==> src/rtl/sh_win_pkg.sv <==
// Package: shared types and the stop-code timing table for the sample
// window controller. Assumes a 20 MHz system clock (50 ns per cycle).
package sh_win_pkg;

    typedef enum logic [1:0] {
        W_IDLE = 2'd0,
        W_EDGE = 2'd1,
        W_INT  = 2'd2,
        W_EXT  = 2'd3
    } win_st_t;

    // Cycle count of each internal-clock timed code; 0 means untimed.
    function automatic int int_cycles(input logic [3:0] code);
        case (code)
            4'd4:    return 6;
            4'd5:    return 7;
            4'd6:    return 9;
            4'd7:    return 11;
            4'd8:    return 15;
            4'd9:    return 20;
            4'd10:   return 30;
            4'd11:   return 35;
            4'd12:   return 40;
            4'd13:   return 50;
            4'd14:   return 80;
            4'd15:   return 100;
            default: return 0;
        endcase
    endfunction

endpackage

==> src/rtl/sh_ext_edge.sv <==
// Module: brings the asynchronous external clock into the system clock
// domain through SYNC_STAGES flops and emits a one-cycle tick for each
// rising edge. Assumes the external clock's high and low phases are each
// longer than two system cycles.
module sh_ext_edge #(
    parameter int SYNC_STAGES = 2
) (
    input  logic clk,
    input  logic rst_n,
    input  logic ext_clk,
    output logic tick_o
);
    logic [SYNC_STAGES-1:0] sync_q;
    logic                   last_q;

    // Synchroniser chain and previous-value flop for edge detection.
    always_ff @(posedge clk) begin
        if (!rst_n) begin
            sync_q <= '0;
            last_q <= 1'b0;
        end else begin
            sync_q <= {sync_q[SYNC_STAGES-2:0], ext_clk};
            last_q <= sync_q[SYNC_STAGES-1];
        end
    end

    // Rising edge of the synchronised level.
    always_comb tick_o = sync_q[SYNC_STAGES-1] & ~last_q;

endmodule

==> src/rtl/sh_stop_decode.sv <==
// Module: turns the stop code and clock select into a close mode and a
// count limit. Code 0, and codes below 4 on the internal clock, mean
// "close on trigger fall". Purely combinational.
module sh_stop_decode #(
    parameter int LIM_W    = 7,
    parameter int EXT_BASE = 20
) (
    input  logic [3:0]       code_i,
    input  logic             ext_sel_i,
    output logic             timed_o,
    output logic             use_ext_o,
    output logic [LIM_W-1:0] limit_o
);
    import sh_win_pkg::*;

    localparam logic [3:0] FIRST_INT_CODE = 4'd4;

    // Select mode and limit for the requested code.
    always_comb begin
        use_ext_o = ext_sel_i;
        if (ext_sel_i) begin
            timed_o = (code_i != 4'd0);
            limit_o = LIM_W'(EXT_BASE) + LIM_W'(code_i);
        end else begin
            timed_o = (code_i >= FIRST_INT_CODE);
            limit_o = LIM_W'(int_cycles(code_i));
        end
    end

endmodule

==> src/rtl/sh_channel.sv <==
// Module: window state machine for one sample-and-hold channel. It opens
// on a rising trigger edge while armed, then closes on trigger fall, after
// a cycle count, or after a count of external ticks. The mode is latched at
// the opening edge. Assumes the trigger is synchronous to clk.
module sh_channel #(
    parameter int LIM_W    = 7,
    parameter int EXT_BASE = 20
) (
    input  logic       clk,
    input  logic       rst_n,
    input  logic       trig_i,
    input  logic       arm_i,
    input  logic [3:0] code_i,
    input  logic       ext_sel_i,
    input  logic       ext_tick_i,
    output logic       sample_o,
    output logic       done_o
);
    import sh_win_pkg::*;

    win_st_t          st_q;
    logic             trig_q;
    logic             rise;
    logic [LIM_W-1:0] cnt_q;
    logic [LIM_W-1:0] lim_q;
    logic             dec_timed;
    logic             dec_ext;
    logic [LIM_W-1:0] dec_lim;
    logic             last_count;

    sh_stop_decode #(
        .LIM_W    (LIM_W),
        .EXT_BASE (EXT_BASE)
    ) u_dec (
        .code_i    (code_i),
        .ext_sel_i (ext_sel_i),
        .timed_o   (dec_timed),
        .use_ext_o (dec_ext),
        .limit_o   (dec_lim)
    );

    // Previous trigger level for rising-edge detection.
    always_ff @(posedge clk) begin
        if (!rst_n) trig_q <= 1'b0;
        else        trig_q <= trig_i;
    end

    always_comb rise       = trig_i & ~trig_q;
    always_comb last_count = (cnt_q == lim_q - LIM_W'(1));

    // Window state, counter and hold-start strobe.
    always_ff @(posedge clk) begin
        if (!rst_n) begin
            st_q   <= W_IDLE;
            cnt_q  <= '0;
            lim_q  <= '0;
            done_o <= 1'b0;
        end else begin
            done_o <= 1'b0;
            case (st_q)
                W_IDLE: begin
                    if (rise && arm_i) begin
                        cnt_q <= '0;
                        lim_q <= dec_lim;
                        if (!dec_timed)   st_q <= W_EDGE;
                        else if (dec_ext) st_q <= W_EXT;
                        else              st_q <= W_INT;
                    end
                end
                W_EDGE: begin
                    if (!trig_i) begin
                        st_q   <= W_IDLE;
                        done_o <= 1'b1;
                    end
                end
                W_INT: begin
                    if (last_count) begin
                        st_q   <= W_IDLE;
                        done_o <= 1'b1;
                    end else begin
                        cnt_q <= cnt_q + LIM_W'(1);
                    end
                end
                W_EXT: begin
                    if (ext_tick_i) begin
                        if (last_count) begin
                            st_q   <= W_IDLE;
                            done_o <= 1'b1;
                        end else begin
                            cnt_q <= cnt_q + LIM_W'(1);
                        end
                    end
                end
                default: st_q <= W_IDLE;
            endcase
        end
    end

    // Tracking while any window state is active.
    always_comb sample_o = (st_q != W_IDLE);

endmodule

==> src/rtl/sh_window_ctrl.sv <==
// Module: top of the sample window controller. It shares one external
// clock synchroniser and one set of control fields between N_CH channel
// state machines. Assumes a 20 MHz clk and triggers synchronous to it.
module sh_window_ctrl #(
    parameter int N_CH        = 2,
    parameter int LIM_W       = 7,
    parameter int EXT_BASE    = 20,
    parameter int SYNC_STAGES = 2
) (
    input  logic            clk,
    input  logic            rst_n,
    input  logic [3:0]      stop_code,
    input  logic            ext_sel,
    input  logic [N_CH-1:0] ch_arm,
    input  logic [N_CH-1:0] trig,
    input  logic            ext_clk,
    output logic [N_CH-1:0] sample_o,
    output logic [N_CH-1:0] done_o
);
    logic ext_tick;

    sh_ext_edge #(
        .SYNC_STAGES (SYNC_STAGES)
    ) u_ext (
        .clk     (clk),
        .rst_n   (rst_n),
        .ext_clk (ext_clk),
        .tick_o  (ext_tick)
    );

    for (genvar g = 0; g < N_CH; g++) begin : g_ch
        sh_channel #(
            .LIM_W    (LIM_W),
            .EXT_BASE (EXT_BASE)
        ) u_ch (
            .clk        (clk),
            .rst_n      (rst_n),
            .trig_i     (trig[g]),
            .arm_i      (ch_arm[g]),
            .code_i     (stop_code),
            .ext_sel_i  (ext_sel),
            .ext_tick_i (ext_tick),
            .sample_o   (sample_o[g]),
            .done_o     (done_o[g])
        );
    end

endmodule

==> config.mk <==
export PLATFORM = sky130hd
export DESIGN_NAME = sh_window_ctrl
export DESIGN_NICKNAME = d
export VERILOG_FILES = /design/src/rtl/sh_win_pkg.sv /design/src/rtl/sh_ext_edge.sv /design/src/rtl/sh_stop_decode.sv /design/src/rtl/sh_channel.sv /design/src/rtl/sh_window_ctrl.sv
export SDC_FILE = /design/constraint.sdc
export NUM_CORES = 1
export LEC_CHECK = 0
export ABC_AREA = 1
export BUFFER_PORTS_ARGS = -buffer_cell sky130_fd_sc_hd__buf_2
export CAP_MARGIN = 5
export CORE_UTILIZATION = 50
export CTS_BUF_LIST = sky130_fd_sc_hd__clkbuf_8
export DETAILED_ROUTE_END_ITERATION = 7
export GPL_TIMING_DRIVEN = 1
export PLACE_DENSITY = 0.74
export RECOVER_POWER = 50
export SETUP_SLACK_MARGIN = 0.3
export SYNTH_ARGS = -nofsm -noshare
export SYNTH_HDL_FRONTEND = slang
export SYNTH_SLANG_ARGS = --single-unit
==> constraint.sdc <==
create_clock -name clk -period 2.3 [get_ports clk]
set_input_delay 0 -clock clk [delete_from_list [all_inputs] [get_ports clk]]
set_output_delay 0 -clock clk [all_outputs]
set_load 0.02 [all_outputs]
# [Word level (Yosys, flattened, before mapping)]
# Memories as Yosys holds them, arrays and structs flattened.
# Index checks and enable logic that the tools add are counted.
[totals] memories=2 regBits=39 wordCells=86 inputBits=12 rom_bits=224
[classes] n_lt_le_gt_ge=1 n_eq_ne=14 reduce_logical=15 n_addsub=5 mux=31 bitwise_logic=6
[mem_list] memory="(no name shown)" depth=16 word_bits=7 rd=1 rd_ports_with_merged_regs=0 wr=0 line_no="sh_win_pkg.sv:14" source="case (code)"
[mem_list] memory="(no name shown)" depth=16 word_bits=7 rd=1 rd_ports_with_merged_regs=0 wr=0 line_no="sh_win_pkg.sv:14"
[ops] op="2-to-1 mux 7 bit" count=8
[ops] op="one-hot mux 7 bit (3 select lines)" count=2
[ops] op="2-to-1 mux 2 bit" count=9
[ops] op="one-hot mux 2 bit (4 select lines)" count=2
[ops] op="adder 7 x 1 -> 7 bit, second input constant" count=2
[ops] op="== test 7 bit" count=2
[ops] op="subtractor 7 x 1 -> 7 bit, second input constant" count=2
[ops] op="AND reduction 3 bit" count=4
[ops] op="== test 2 bit, second input constant" count=4
[ops] op="2-to-1 mux 1 bit" count=8
[ops] op="!= test 2 bit, second input constant" count=4
[ops] op="adder 5 x 4 -> 6 bit, first input constant" count=1
[ops] op="one-hot mux 1 bit (3 select lines)" count=2
[ops] op="nonzero test 3 bit" count=2
[ops] op="== test 2 x 1 -> 1 bit, second input constant" count=2
[ops] op=">= comparator 4 x 3 -> 1 bit, second input constant" count=1
[ops] op="zero test 2 bit" count=2
[ops] op="!= test 2 x 1 -> 1 bit, second input constant" count=2
[ops] op="AND reduction 2 bit" count=2
[ops] op="nonzero test 2 bit" count=2
[ops] op="nonzero test 4 bit" count=1
[ops] op="bitwise AND 1 bit" count=3
[ops] op="inverter 1 bit" count=3
[ops] op="logical AND 1 bit" count=2

# [Logic depth before layout (Yosys ltp)]
# Gate-level depths: netlist of run 1.
[depth] ltp_word=5 depth_mapped=15 depth_no_buf=15

# [By module]
# A second synthesis of run 1 with hierarchy kept.
[hier_totals] hier_cells=513 hier_area_um2=3213.1
[modules_own_cells] mod="sh_channel" instances=2 cells_each=191 seq_area_each_um2=360.3 area_each_um2=1217.4
[modules_own_cells] mod="sh_stop_decode" instances=2 cells_each=60 seq_area_each_um2=0.0 area_each_um2=342.8
[modules_own_cells] mod="sh_ext_edge" instances=1 cells_each=11 seq_area_each_um2=60.1 area_each_um2=92.6

# [Worst setup path after synthesis of run 1]
# No wires, ideal clock.
[synth_timing] path_type="flip-flop to flip-flop" startpoint="reg g_ch[1].u_ch.lim_q[0]" endpoint="reg g_ch[1].u_ch.st_q[1]" path_buffers=0 period_less_slack_ns=1.674 setup_time_ns=0.137 required_time_ns=2.163 stages_incl_launch_ff=13 t_arrival_ns=1.537 path_slack_ns=0.626 path_cell_list="dfxtp_1 > inv_1 > ha_1 > nand2_1 > inv_1 > nor2_1 > nand2_1 > nor2_1 > nand2_1 > nor2_4 > nand2_2 > o21ai_0 > a21oi_1"
[synth_between] elab_chain_len=5
[synth_rtl] item="start: declaration" line_no="sh_channel.sv:25" source="logic [LIM_W-1:0] lim_q;"
[synth_rtl] item="start signal: assignment" line_no="sh_channel.sv:64" source="lim_q <= dec_lim;"
[synth_rtl] item="subtractor 7 x 1 -> 7 bit (*)" line_no="sh_channel.sv:49" source="always_comb last_count = (cnt_q == lim_q - LIM_W'(1));"
[synth_rtl] item="== test 7 bit (*)" line_no="sh_channel.sv:49"
[synth_rtl] item="2-to-1 mux 2 bit (*)"
[synth_rtl] item="2-to-1 mux 2 bit"
[synth_rtl] item="one-hot mux 2 bit (4 select lines) (*)"
[synth_rtl] item="end signal: assignment" line_no="sh_channel.sv:54" source="st_q <= W_IDLE;"
[synth_rtl] item="end signal: assignment" line_no="sh_channel.sv:65" source="if (!dec_timed) st_q <= W_EDGE;"
[synth_rtl] item="end signal: assignment" line_no="sh_channel.sv:66" source="else if (dec_ext) st_q <= W_EXT;"
[synth_rtl] item="end: declaration" line_no="sh_channel.sv:21" source="win_st_t st_q;"
# Every way passes the cells marked *; elsewhere a longest branch is shown, timed or not. The select of a mux whose other input is x is not followed.
# A chain may end at the register's enable or synchronous reset.

# [Worst setup path in the final report of run 1]
[layout_timing] startpoint="reg g_ch[1].u_ch.lim_q[1]" endpoint="reg g_ch[1].u_ch.cnt_q[1]"
[layout_between] elab_chain_len=5
[layout_rtl] item="subtractor 7 x 1 -> 7 bit (*)" line_no="sh_channel.sv:49"
[layout_rtl] item="== test 7 bit (*)" line_no="sh_channel.sv:49"
[layout_rtl] item="2-to-1 mux 7 bit (*)"
[layout_rtl] item="2-to-1 mux 7 bit"
[layout_rtl] item="one-hot mux 7 bit (3 select lines) (*)"
[layout_rtl] item="end signal: assignment" line_no="sh_channel.sv:81" source="cnt_q <= cnt_q + LIM_W'(1);"
[layout_rtl] item="end signal: assignment" line_no="sh_channel.sv:90" source="cnt_q <= cnt_q + LIM_W'(1);"
[layout_rtl] item="end: declaration" line_no="sh_channel.sv:24" source="logic [LIM_W-1:0] cnt_q;"
# Marks and branches as above.

==> impl_results.md, run 1 <==
- 1st-pass router iterations: 4
- Setup Skew: 0.00309 ns
- Gr ovfl total: 0
- Filler cell count: 478
- Multi-input logic area: 1490 sq um
- Commonest non-fill, non-tap cell in the layout: nand2_1
- Stages on the worst setup path: 13
- CTS Root Cell: clkbuf_8
- EDFF count, synth: 0
- #FFs+latches synth: 39
- P_leak: 1.22 nW
- Row count: 25
- Num Clock Sinks: 39
- Internal reg-to-reg setup slack: 0.50 ns
- Util after Layout: 0.573
- CORE AREA: 4790 sq um
- R2r worst-path depth: 13
- Final setup viols: 0
- DP HPWL: around 4100 um
- Initial antenna violation count: 0
- Syn_area_per_cell: 6.77 sq um
- Synth top area cells: dfxtp_1, nand2_1, inv_1
- Vias in the first global route: 2023
- CP Capture Type: register
- Clk buf depth: 2
- Fmax: 555 MHz
- Ordered list of cells on the worst path: inv_1 > ha_1 > nand2_1 > inv_1 > nor2_1 > nand2_1 > nor2_1 > nand2_1 > nor2_4 > nand3_4 > nand2_4 > nand2_1 > a21oi_1
- Final Hold Fails: 0
- First-pass GRT wire length: 9020 um
- Vias/cell: 5.07
- Post-route ant nets: 0
- Yosys top cell area share: 0.310
- WS Path Type: register to register
- Min Hold Slack: 0.0399 ns
- Met3 usage: 0.0414
- Commonest cells after routing, fill and taps aside: nand2_1, inv_1, nor2_1
- Die area: 5330 sq um
- Ant. Diodes: 0
- Post-synth top area cell: dfxtp_1
- Hold Path Stages: 3
- WP data arrival: 2.03 ns
- CP max FO: 7
- # IOs: 16
- DRT iter0 DRCs: 150
- Synth async-reset ratio: 0
- Tot GR Track Use: 0.219
- Clock Latency Late Sink: 0.30 ns
- Status: complete, no violations
- RSZ-0062 raised after global routing: false
- Yosys cell types: 36
- Worst-case vdd ir drop: 0.478 mV
- Sequential share of the synthesized area: 0.310
- Mapped Area: roughly 2500 sq um
- CP max-delay cell: dfxtp_1
- Initial core utilization: 0.527
- Vias: about 2300
- Max Cap Violations: 0
- Die width: 73.0 um
- Kind of cell adding the most delay to the critical path: simple AND/OR/NAND/NOR gates
- Crit share post-route: 0.784
- WL final: ~5300 um
- Hold Path End: u_ext.sync_q[1]$_SDFF_PN0_
- Worst slew pin tran: between 0.6 and 0.7 ns
- Final min period: around 1.8 ns
- Fraction of layout cells with a size suffix above 1: 0.113
- Worst min path class: input pin to register
- Syn. warnings: 0
- CTS tree: yes
- Min-delay src: rst_n
- Nets: 413
- Worst r2r src: g_ch[1].u_ch.lim_q[1]$_SDFFE_PN0P_
- Top Usage Layer GRT: met2
- Worst-path clk slew: 0.08 ns
- Worst path max stage delay: 0.39 ns
- Post-synth top flop: dfxtp_1
- Seq. cell area: 782 sq um
- Wire length per cell: approximately 12 um
- Syn Nets: 397
- Area grow syn2layout: 8.84%
- Port-buffer cells: 15
- Max-slew violations: 0
- CP most frequent cell: nand2_1
- DIE HEIGHT: 73.0 um
- CP required: 2.53 ns
- Final TNS setup: 0 ns
- GPL Wtd Cong: 0.880
- Mapped Cells: 372
- Pwr Density: 691 nW/um^2
- CTS H-tree lvls: 2
- Reg-to-reg endpoint: g_ch[1].u_ch.cnt_q[1]$_SDFFE_PN0P_
- Crit path launch type: register
- Relative slew slack: 0.570
- Met1 Usage GRT: 0.294
- Routing usage on met2: 0.348
- Largest net degree at the start of global routing: 17
- Drt drc: 0
- Clock buffer count from CTS: 5
- CP Buf/Inv Count: 2
==> worst min-delay path, stage by stage <==
cell	delay [ns]
buf_2	0.19
nand2_1	0.08
inv_1	0.03
==> cell usage after synthesis (5+ instances only) <==
cell / number
o22ai_1: 14
nand2_1: 83
xor2_1: 9
ha_1: 13
dfxtp_1: 39
o21ai_0: 15
nand3_1: 24
a21oi_1: 21
nand4_1: 7
inv_1: 47
nor2_1: 47
nand2_2: 5
==> repair_timing <==
| item | in CTS | in global routing |
|---|---|---|
| gates resized for setup | 0 | 1 |
| buffers inserted | 0 | 0 |
| setup endpoints to repair | 0 | 1 |
| hold buffers | 3 | 0 |
| hold endpoints to repair | 3 | 0 |
==> power by group <==
| part | switching (mW) | internal [mW] | leakage [nW] |
|---|---|---|---|
| Clock | 0.274 | 0.217 | 0.0408 |
| Combinational | 0.400 | 0.196 | 0.864 |
| Sequential | 0.0771 | 0.733 | 0.318 |
| Total | 0.751 | 1.15 | 1.22 |
==> metal layers <==
layer | share of wire | vias up
li1 | - | 1235
met1 | 0.51 | 1037
met2 | 0.45 | 36
met3 | 0.025 | 6
met4 | 0.015 | 0
met5 | 0 | -
==> per-stage QoR <==
step	cells	cell area (sq um)	power (mW)	setup slack, ns
5_1_grt	456	2740	2.02	0.306
2_1_floorplan	372	2520	1.31	0.626
6_report	456	2740	1.90	0.497
3_3_place_gp	445	2630	1.40	0.533
4_1_cts	456	2750	1.91	0.455
3_5_place_dp	445	2630	1.42	0.476
==> cell families (layout without fill, tap and decap cells) <==
logic type / Yosys count / in the layout / synth area share
XOR/XNOR: 13 / 13 / 0.0452
adder cells (fa/ha/maj): 13 / 13 / 0.0645
AND/OR/NAND/NOR: 187 / 187 / 0.349
buffers and inverters: 61 / 78 / 0.0988
flip-flops: 39 / 39 / 0.310
AO/OA/AOI/OAI: 59 / 59 / 0.133
==> flip-flops by register name (all words and copies together) (netlist names) <==
name	cells
g_ch.u_ch.cnt_q	14
g_ch.u_ch.done_o	2
g_ch.u_ch.trig_q	2
u_ext.sync_q	2
g_ch.u_ch.lim_q	14
g_ch.u_ch.st_q	4
u_ext.last_q	1
==> area by class of cell <==
| type | count | area share |
|---|---|---|
| clock buffers | 5 | 0.0251 |
| clock inverters | 3 | 0.00867 |
| inverters | 52 | 0.0712 |
| multi-input cells | 272 | 0.543 |
| flip-flops and latches | 39 | 0.285 |
| well taps | 67 | 0.0306 |
| repair buffers | 18 | 0.0360 |
==> worst max-delay path by stage <==
stage                                             startpoint                            endpoint  slack (ns)
final                     g_ch[1].u_ch.lim_q[1]$_SDFFE_PN0P_  g_ch[1].u_ch.cnt_q[1]$_SDFFE_PN0P_        0.50
after global routing      g_ch[0].u_ch.lim_q[0]$_SDFFE_PN0P_   g_ch[0].u_ch.st_q[0]$_SDFFE_PN0P_        0.31
after CTS                 g_ch[1].u_ch.lim_q[0]$_SDFFE_PN0P_  g_ch[1].u_ch.cnt_q[1]$_SDFFE_PN0P_        0.45
after detailed placement  g_ch[1].u_ch.lim_q[0]$_SDFFE_PN0P_  g_ch[1].u_ch.cnt_q[1]$_SDFFE_PN0P_        0.48
after global placement    g_ch[1].u_ch.lim_q[0]$_SDFFE_PN0P_  g_ch[1].u_ch.cnt_q[5]$_SDFFE_PN0P_        0.53
after floorplan           g_ch[1].u_ch.lim_q[0]$_SDFFE_PN0P_   g_ch[1].u_ch.st_q[1]$_SDFFE_PN0P_        0.63
Power figures use the tool's default switching activity.
==> run 2, diff against run 1 <==
- PLACE_DENSITY: 0.74 -> 0.76
- clock period: 2.3 -> 1.51 ns (I/O delays scaled with it)
==> impl_results.md, run 2 (synthesized netlist as in run 1, its figures left out) <==
- Status: finished with violations (was complete, no violations)
- Failing checks: setup timing
- Largest net degree at the start of global routing: 17 (unchanged)
- First-pass GRT wire length: 9410 um (was 9020 um)
- Wire length per cell: 11.6 um (was 11.7 um)
- Worst slew pin tran: 0.668 ns (was 0.639 ns)
- Max Cap Violations: 0 (unchanged)
- Final setup viols: 19 (was 0)
- Initial core utilization: 0.527 (unchanged)
- Crit path launch type: register (unchanged)
- CTS tree: yes (unchanged)
- CP required: 1.72 ns (was 2.53 ns)
- Worst min path class: input pin to register (unchanged)
- Port-buffer cells: 15 (unchanged)
- Post-route ant nets: 0 (unchanged)
- CP Capture Type: register (unchanged)
- Vias in the first global route: 2210 (was 2023)
- Num Clock Sinks: 39 (unchanged)
- Setup ws final: -0.161 ns (was 0.497 ns)
- Filler cell count: 426 (was 478)
- Relative slew slack: 0.554 (was 0.570)
- Max-slew violations: 0 (unchanged)
- DIE HEIGHT: 73.0 um (unchanged)
- Worst r2r src: g_ch[1].u_ch.lim_q[0]$_SDFFE_PN0P_ (was g_ch[1].u_ch.lim_q[1]$_SDFFE_PN0P_)
- CP endpoint: g_ch[1].u_ch.cnt_q[0]$_SDFFE_PN0P_ (was g_ch[1].u_ch.cnt_q[1]$_SDFFE_PN0P_)
- Final Hold Fails: 0 (unchanged)
- CTS H-tree lvls: 2 (unchanged)
- Ant. Diodes: 0 (unchanged)
- WS Path Type: register to register (unchanged)
- Vias: 2409 (was 2314)
- Clock Latency Late Sink: 0.29 ns (was 0.30 ns)
- Row count: 25 (unchanged)
- Die width: 73.0 um (unchanged)
- Crit share post-route: 1.11 (was 0.784)
- Critical path origin: g_ch[1].u_ch.lim_q[0]$_SDFFE_PN0P_ (was g_ch[1].u_ch.lim_q[1]$_SDFFE_PN0P_)
- Internal reg-to-reg setup slack: -0.16 ns (was 0.50 ns)
- P_leak: 1.38 nW (was 1.22 nW)
- Reg-to-reg endpoint: g_ch[1].u_ch.cnt_q[0]$_SDFFE_PN0P_ (was g_ch[1].u_ch.cnt_q[1]$_SDFFE_PN0P_)
- RSZ-0062 raised after global routing: true (was false)
- # IOs: 16 (unchanged)
- Nets: 435 (was 413)
- DP HPWL: 4160 um (was 4060 um)
- Clock buffer count from CTS: 5 (unchanged)
- CORE AREA: 4790 sq um (unchanged)
- WP data arrival: 1.88 ns (was 2.03 ns)
- Vias/cell: 5.04 (was 5.07)
- WL final: 5530 um (was 5350 um)
- Util after Layout: 0.635 (was 0.573)
- Clk buf depth: 2 (unchanged)
- Pwr Density: 1060 nW/um^2 (was 691 nW/um^2)
- Tot GR Track Use: 0.226 (was 0.219)
- CTS Root Cell: clkbuf_8 (unchanged)
- Commonest non-fill, non-tap cell in the layout: nand2_1 (unchanged)
- Tot Pwr: 3.23 mW (was 1.90 mW)
- Commonest cells after routing, fill and taps aside: nand2_1, inv_1, nor2_1 (unchanged)
- Die area: 5330 sq um (unchanged)
- Worst-path clk slew: 0.08 ns (about the same)
- Fmax: 598 MHz (was 555 MHz)
- Initial antenna violation count: 0 (unchanged)
- Gr ovfl total: 0 (unchanged)
- Final min period: 1.67 ns (was 1.80 ns)
- Fraction of layout cells with a size suffix above 1: 0.238 (was 0.113)
- CP max FO: 7 (unchanged)
- 1st-pass router iterations: 5 (was 4)
- R2r worst-path depth: 12 (was 13)
- Drt drc: 0 (unchanged)
- Area grow syn2layout: 20.7% (was 8.84%)
- Largest regs: g_ch.u_ch.cnt_q x14, g_ch.u_ch.lim_q x14, g_ch.u_ch.st_q x4 (unchanged)
- Worst-case vdd ir drop: 0.896 mV (was 0.478 mV)
- Setup Skew: 0.00939 ns (was 0.00309 ns)
- GPL Wtd Cong: 0.869 (was 0.880)
- DRT iter0 DRCs: 72 (was 150)
==> run 2: critical path, stage by stage, from the launching register on <==
cell and delay, ns:
dfxtp_4 0.35, inv_2 0.04, ha_4 0.27, nor2_2 0.04
nor2_2 0.11, nand2_1 0.06, nor2_1 0.08, nand2_1 0.09
nor2_4 0.14, nand3_4 0.12, nand2_4 0.11, nand2_1 0.06
a21oi_1 0.12
==> run 2: through the flow <==
step                worst slack [ns]  TNS [ns]  instances  cell area, sq um  hold slack [ns]
global placement             -0.0929     -1.37        463              2800            0.180
floorplan                    -0.0320    -0.289        372              2560           0.0935
global route                  -0.308     -5.06        478              3040           0.0528
finish                        -0.161     -2.31        478              3040           0.0494
CTS                           -0.144     -2.01        475              2970           0.0399
detailed placement            -0.152     -2.03        463              2800            0.187
==> run 2: timing repair <==
item	CTS	global route
pin swaps	7	7
gates cloned	0	0
hold endpoints to repair	3	0
resized for setup	3	22
buffers inserted	1	3
hold buffers	3	0
setup endpoints to repair	20	34
==> run 2: per-layer routing <==
metal | up-vias | share of wire | GRT usage
li1 | 1280 | - | -
met1 | 1078 | 0.48 | 0.294
met2 | 44 | 0.47 | 0.381
met3 | 7 | 0.039 | 0.0414
met4 | 0 | 0.012 | 0.0654
met5 | - | 0 | 0
==> run 2: layout make-up <==
cell class	count	area, sq um	share of cell area
sequential	39	790	0.260
inverter	52	195	0.0642
timing repair buffer	40	263	0.0864
clock buffer	6	82.6	0.0272
tap	67	83.8	0.0276
multi-input combinational	272	1590	0.523
clock inverter	2	35.0	0.0115
==> run 2: power breakdown <==
group	switching [mW]	total, mW	internal (mW)
Clock	0.372	0.906	0.535
Sequential	0.0887	1.21	1.12
Combinational	0.709	1.12	0.408
Total	1.17	3.23	2.06
==> run 2: how the worst min path moves through the flow <==
stage               startpoint                           endpoint  slack, ns  cells after the start
floorplan              trig[0]     g_ch[0].u_ch.trig_q$_SDFF_PN0_       0.09                      2
global placement       ext_clk         u_ext.sync_q[0]$_SDFF_PN0_       0.18                      3
detailed placement     ext_clk         u_ext.sync_q[0]$_SDFF_PN0_       0.19                      3
CTS                      rst_n         u_ext.sync_q[1]$_SDFF_PN0_       0.04                      3
global route             rst_n  g_ch[0].u_ch.st_q[0]$_SDFFE_PN0P_       0.05                      3
finish                   rst_n         u_ext.sync_q[1]$_SDFF_PN0_       0.05                      3
==> run 3, diff against run 2 <==
- SYNTH_HIERARCHICAL: default -> 1
==> impl_results.md, run 3 <==
- CTS Root Cell: clkbuf_8 (unchanged)
- Sequential share of the synthesized area: 0.243 (was 0.310)
- Top cells by instance count after synthesis: nand2_1, nor2_1, inv_1, nand3_1, dfxtp_1 (was nand2_1, inv_1, nor2_1, dfxtp_1, nand3_1)
- # IOs: 16 (unchanged)
- Vias in the first global route: 2752 (was 2210)
- Yosys top cell area share: 0.243 (was 0.310)
- CORE AREA: 6060 sq um (was 4790 sq um)
- Final Hold Fails: 0 (unchanged)
- Most frequent cell after synthesis: nand2_1 (unchanged)
- Fraction of layout cells with a size suffix above 1: 0.229 (was 0.238)
- Vias/cell: 4.91 (was 5.04)
- CP Buf/Inv Count: 3 (was 1)
- Post-synth top area cell: dfxtp_1 (unchanged)
- Final TNS setup: -0.881 ns (was -2.31 ns)
- Largest net degree at the start of global routing: 16 (was 17)
- Clock Latency Late Sink: 0.29 ns (about the same)
- Final setup viols: 16 (was 19)
- Relative slew slack: 0.766 (was 0.554)
- Worst-case vdd ir drop: 1.23 mV (was 0.896 mV)
- Die width: 82.2 um (was 73.0 um)
- Worst min path class: input pin to register (unchanged)
- Largest regs: g_ch.u_ch/cnt_q x14, g_ch.u_ch/lim_q x14, g_ch.u_ch/st_q x4 (was g_ch.u_ch.cnt_q x14, g_ch.u_ch.lim_q x14, g_ch.u_ch.st_q x4)
- Fmax: 631 MHz (was 598 MHz)
- CP most frequent cell: nand2_2 (was nand2_1)
- CP max-delay cell: dfxtp_2 (was dfxtp_4)
- Syn. warnings: 6 (was 0)
- Crit path launch type: register (unchanged)
- CTS H-tree lvls: 2 (unchanged)
- Final min period: 1.59 ns (was 1.67 ns)
- Syn_area_per_cell: 6.26 sq um (was 6.77 sq um)
- Min Hold Slack: 0.0664 ns (was 0.0494 ns)
- Mapped Area: 3210 sq um (was 2520 sq um)
- Post-place setup slack: -0.109 ns (was -0.152 ns)
- Pwr Density: 1530 nW/um^2 (was 1060 nW/um^2)
- Final instance area: 3660 sq um (was 3040 sq um)
- First-pass GRT wire length: 11800 um (was 9410 um)
- Status: finished with violations (unchanged)
- Kind of cell adding the most delay to the critical path: simple AND/OR/NAND/NOR gates (unchanged)
- Tot GR Track Use: 0.225 (was 0.226)
- Initial core utilization: 0.530 (was 0.527)
- Clock buffer count from CTS: 5 (unchanged)
- Worst path max stage delay: 0.34 ns (was 0.35 ns)
- DIE HEIGHT: 82.2 um (was 73.0 um)
- Die area: 6750 sq um (was 5330 sq um)
- Filler cell count: 573 (was 426)
- Worst-path clk slew: 0.08 ns (about the same)
- Synth async-reset ratio: 0 (unchanged)
- CTS tree: yes (unchanged)
- Wire length per cell: 10.9 um (was 11.6 um)
- 1st-pass router iterations: 4 (was 5)
- #FFs+latches synth: 39 (unchanged)
- Gr ovfl total: 0 (unchanged)
- Port-buffer cells: 15 (unchanged)
- P_leak: 1.87 nW (was 1.38 nW)
- Initial antenna violation count: 0 (unchanged)
- WS Path Type: register to register (unchanged)
- EDFF count, synth: 0 (unchanged)
- Failing checks: setup timing (unchanged)
- Commonest non-fill, non-tap cell in the layout: nand2_1 (unchanged)
- GPL Wtd Cong: 0.859 (was 0.869)
- RSZ-0062 raised after global routing: true (unchanged)
- Area grow syn2layout: 13.8% (was 20.7%)
- DRT iter0 DRCs: 192 (was 72)
- Ant. Diodes: 0 (unchanged)
- Mapped Cells: 513 (was 372)
- CP required: 1.70 ns (was 1.72 ns)
- Ordered list of cells on the worst path: inv_2 > ha_4 > inv_2 > nand2_1 > nand2_1 > nor2_2 > nand3_2 > nor2_4 > nand2_2 > nand2_2 > nand2_2 > o21bai_1 > inv_1 (was inv_2 > ha_4 > nor2_2 > nor2_2 > nand2_1 > nor2_1 > nand2_1 > nor2_4 > nand3_4 > nand2_4 > nand2_1 > a21oi_1)
- Drt drc: 0 (unchanged)
- Setup Skew: 0.00259 ns (was 0.00939 ns)
- Post-route ant nets: 0 (unchanged)
- Crit share post-route: 1.05 (was 1.11)
- Max-slew violations: 0 (unchanged)
- WP data arrival: 1.77 ns (was 1.88 ns)
- Yosys cell types: 34 (was 36)
- Nets: 583 (was 435)
- Row count: 28 (was 25)
- Placement Cell Area: 3470 sq um (was 2800 sq um)
- DP HPWL: 5230 um (was 4160 um)
- CP Capture Type: register (unchanged)
- Num Clock Sinks: 39 (unchanged)
- Clk buf depth: 2 (unchanged)
- Setup ws final: -0.0750 ns (was -0.161 ns)
- Post-synth top flop: dfxtp_1 (unchanged)
- Synth top area cells: dfxtp_1, nand2_1, nor2_1 (was dfxtp_1, nand2_1, inv_1)
- Worst slew pin tran: 0.350 ns (was 0.668 ns)
- Max Cap Violations: 0 (unchanged)
- Vias: 3071 (was 2409)
- Syn Nets: 547 (was 397)
- CP max FO: 3 (was 7)
- WL final: 6820 um (was 5530 um)
- Commonest cells after routing, fill and taps aside: nand2_1, nor2_1, inv_1 (was nand2_1, inv_1, nor2_1)
[run 3: changes by cell type after synthesis, moves of 7 or more]
cell and delta:
nand2_2 +11, o22ai_1 -12, inv_2 +10, nor2_2 +13, inv_1 +17, nand2_1 +38
nand3_1 +18, ha_1 +9, xor2_1 -7, nor2_1 +35
[run 3: timing repair]
| item | CTS | global route |
|---|---|---|
| endpoints found under the setup margin | 26 | 31 |
| pin swaps | 10 | 0 |
| endpoints found under the hold margin | 3 | 0 |
| buffers inserted | 1 | 0 |
| resized for setup | 8 | 13 |
| hold buffers | 3 | 0 |
[run 3: final cells by class]
| class | instances | area, sq um | area share |
|---|---|---|---|
| Timing Repair Buffer | 41 | 270 | 0.0739 |
| Multi-Input combinational cell | 380 | 2060 | 0.564 |
| Clock inverter | 2 | 35.0 | 0.00958 |
| Sequential cell | 39 | 788 | 0.216 |
| Clock buffer | 6 | 82.6 | 0.0226 |
| Tap cell | 75 | 93.8 | 0.0257 |
| Inverter | 82 | 325 | 0.0889 |
[run 3: path summary, 6_finish.rpt]
| path | slack (ns) | endpoint | depth (start not counted) | start |
|---|---|---|---|---|
| max | -0.08 | g_ch[0].u_ch/st_q[1]$_SDFFE_PN0P_ | 13 | g_ch[0].u_ch/lim_q[1]$_SDFFE_PN0P_ |
| min | 0.07 | g_ch[1].u_ch/cnt_q[2]$_SDFFE_PN0P_ | 3 | rst_n |
| max reg2reg | -0.08 | g_ch[0].u_ch/st_q[1]$_SDFFE_PN0P_ | 13 | g_ch[0].u_ch/lim_q[1]$_SDFFE_PN0P_ |
| min reg2reg | 0.42 | u_ext/sync_q[1]$_SDFF_PN0_ | 2 | u_ext/sync_q[0]$_SDFF_PN0_ |
[run 3: through the flow]
stage / util / instances / power, mW
detailed placement: 0.573 / 613 / 4.55
global placement: 0.573 / 613 / 4.46
CTS: 0.602 / 625 / 5.55
global route: 0.603 / 625 / 6.09
finish: 0.603 / 625 / 5.59
floorplan: - / 513 / 3.90
[run 3: routing by layer]
layer / up-vias / wire length (um) / GRT usage
li1: 1653 / - / -
met1: 1360 / 3360 / 0.289
met2: 52 / 3170 / 0.388
met3: 6 / 220 / 0.0341
met4: 0 / 66 / 0.0614
met5: - / 0 / 0
[run 3: worst register-to-register path: stages (launching register included)]
cell and delay, ns:
dfxtp_2 0.34, inv_2 0.05, ha_4 0.26, inv_2 0.03, nand2_1 0.05, nand2_1 0.05
nor2_2 0.08, nand3_2 0.08, nor2_4 0.13, nand2_2 0.10, nand2_2 0.07, nand2_2 0.06
o21bai_1 0.14, inv_1 0.05
[run 3: cells by family after synthesis]
logic type	share of synthesized area
compound gates	0.0810
xor+xnor	0.0109
fa+ha+maj	0.0857
flops	0.243
simple gates	0.444
buf+inv	0.136
[run 3: where the power goes]
group          internal (mW)  total, mW  switching, mW
Clock                  0.535      0.920          0.385
Combinational           1.17       3.03           1.86
Sequential              1.31       1.64          0.329
Total                   3.02       5.59           2.57
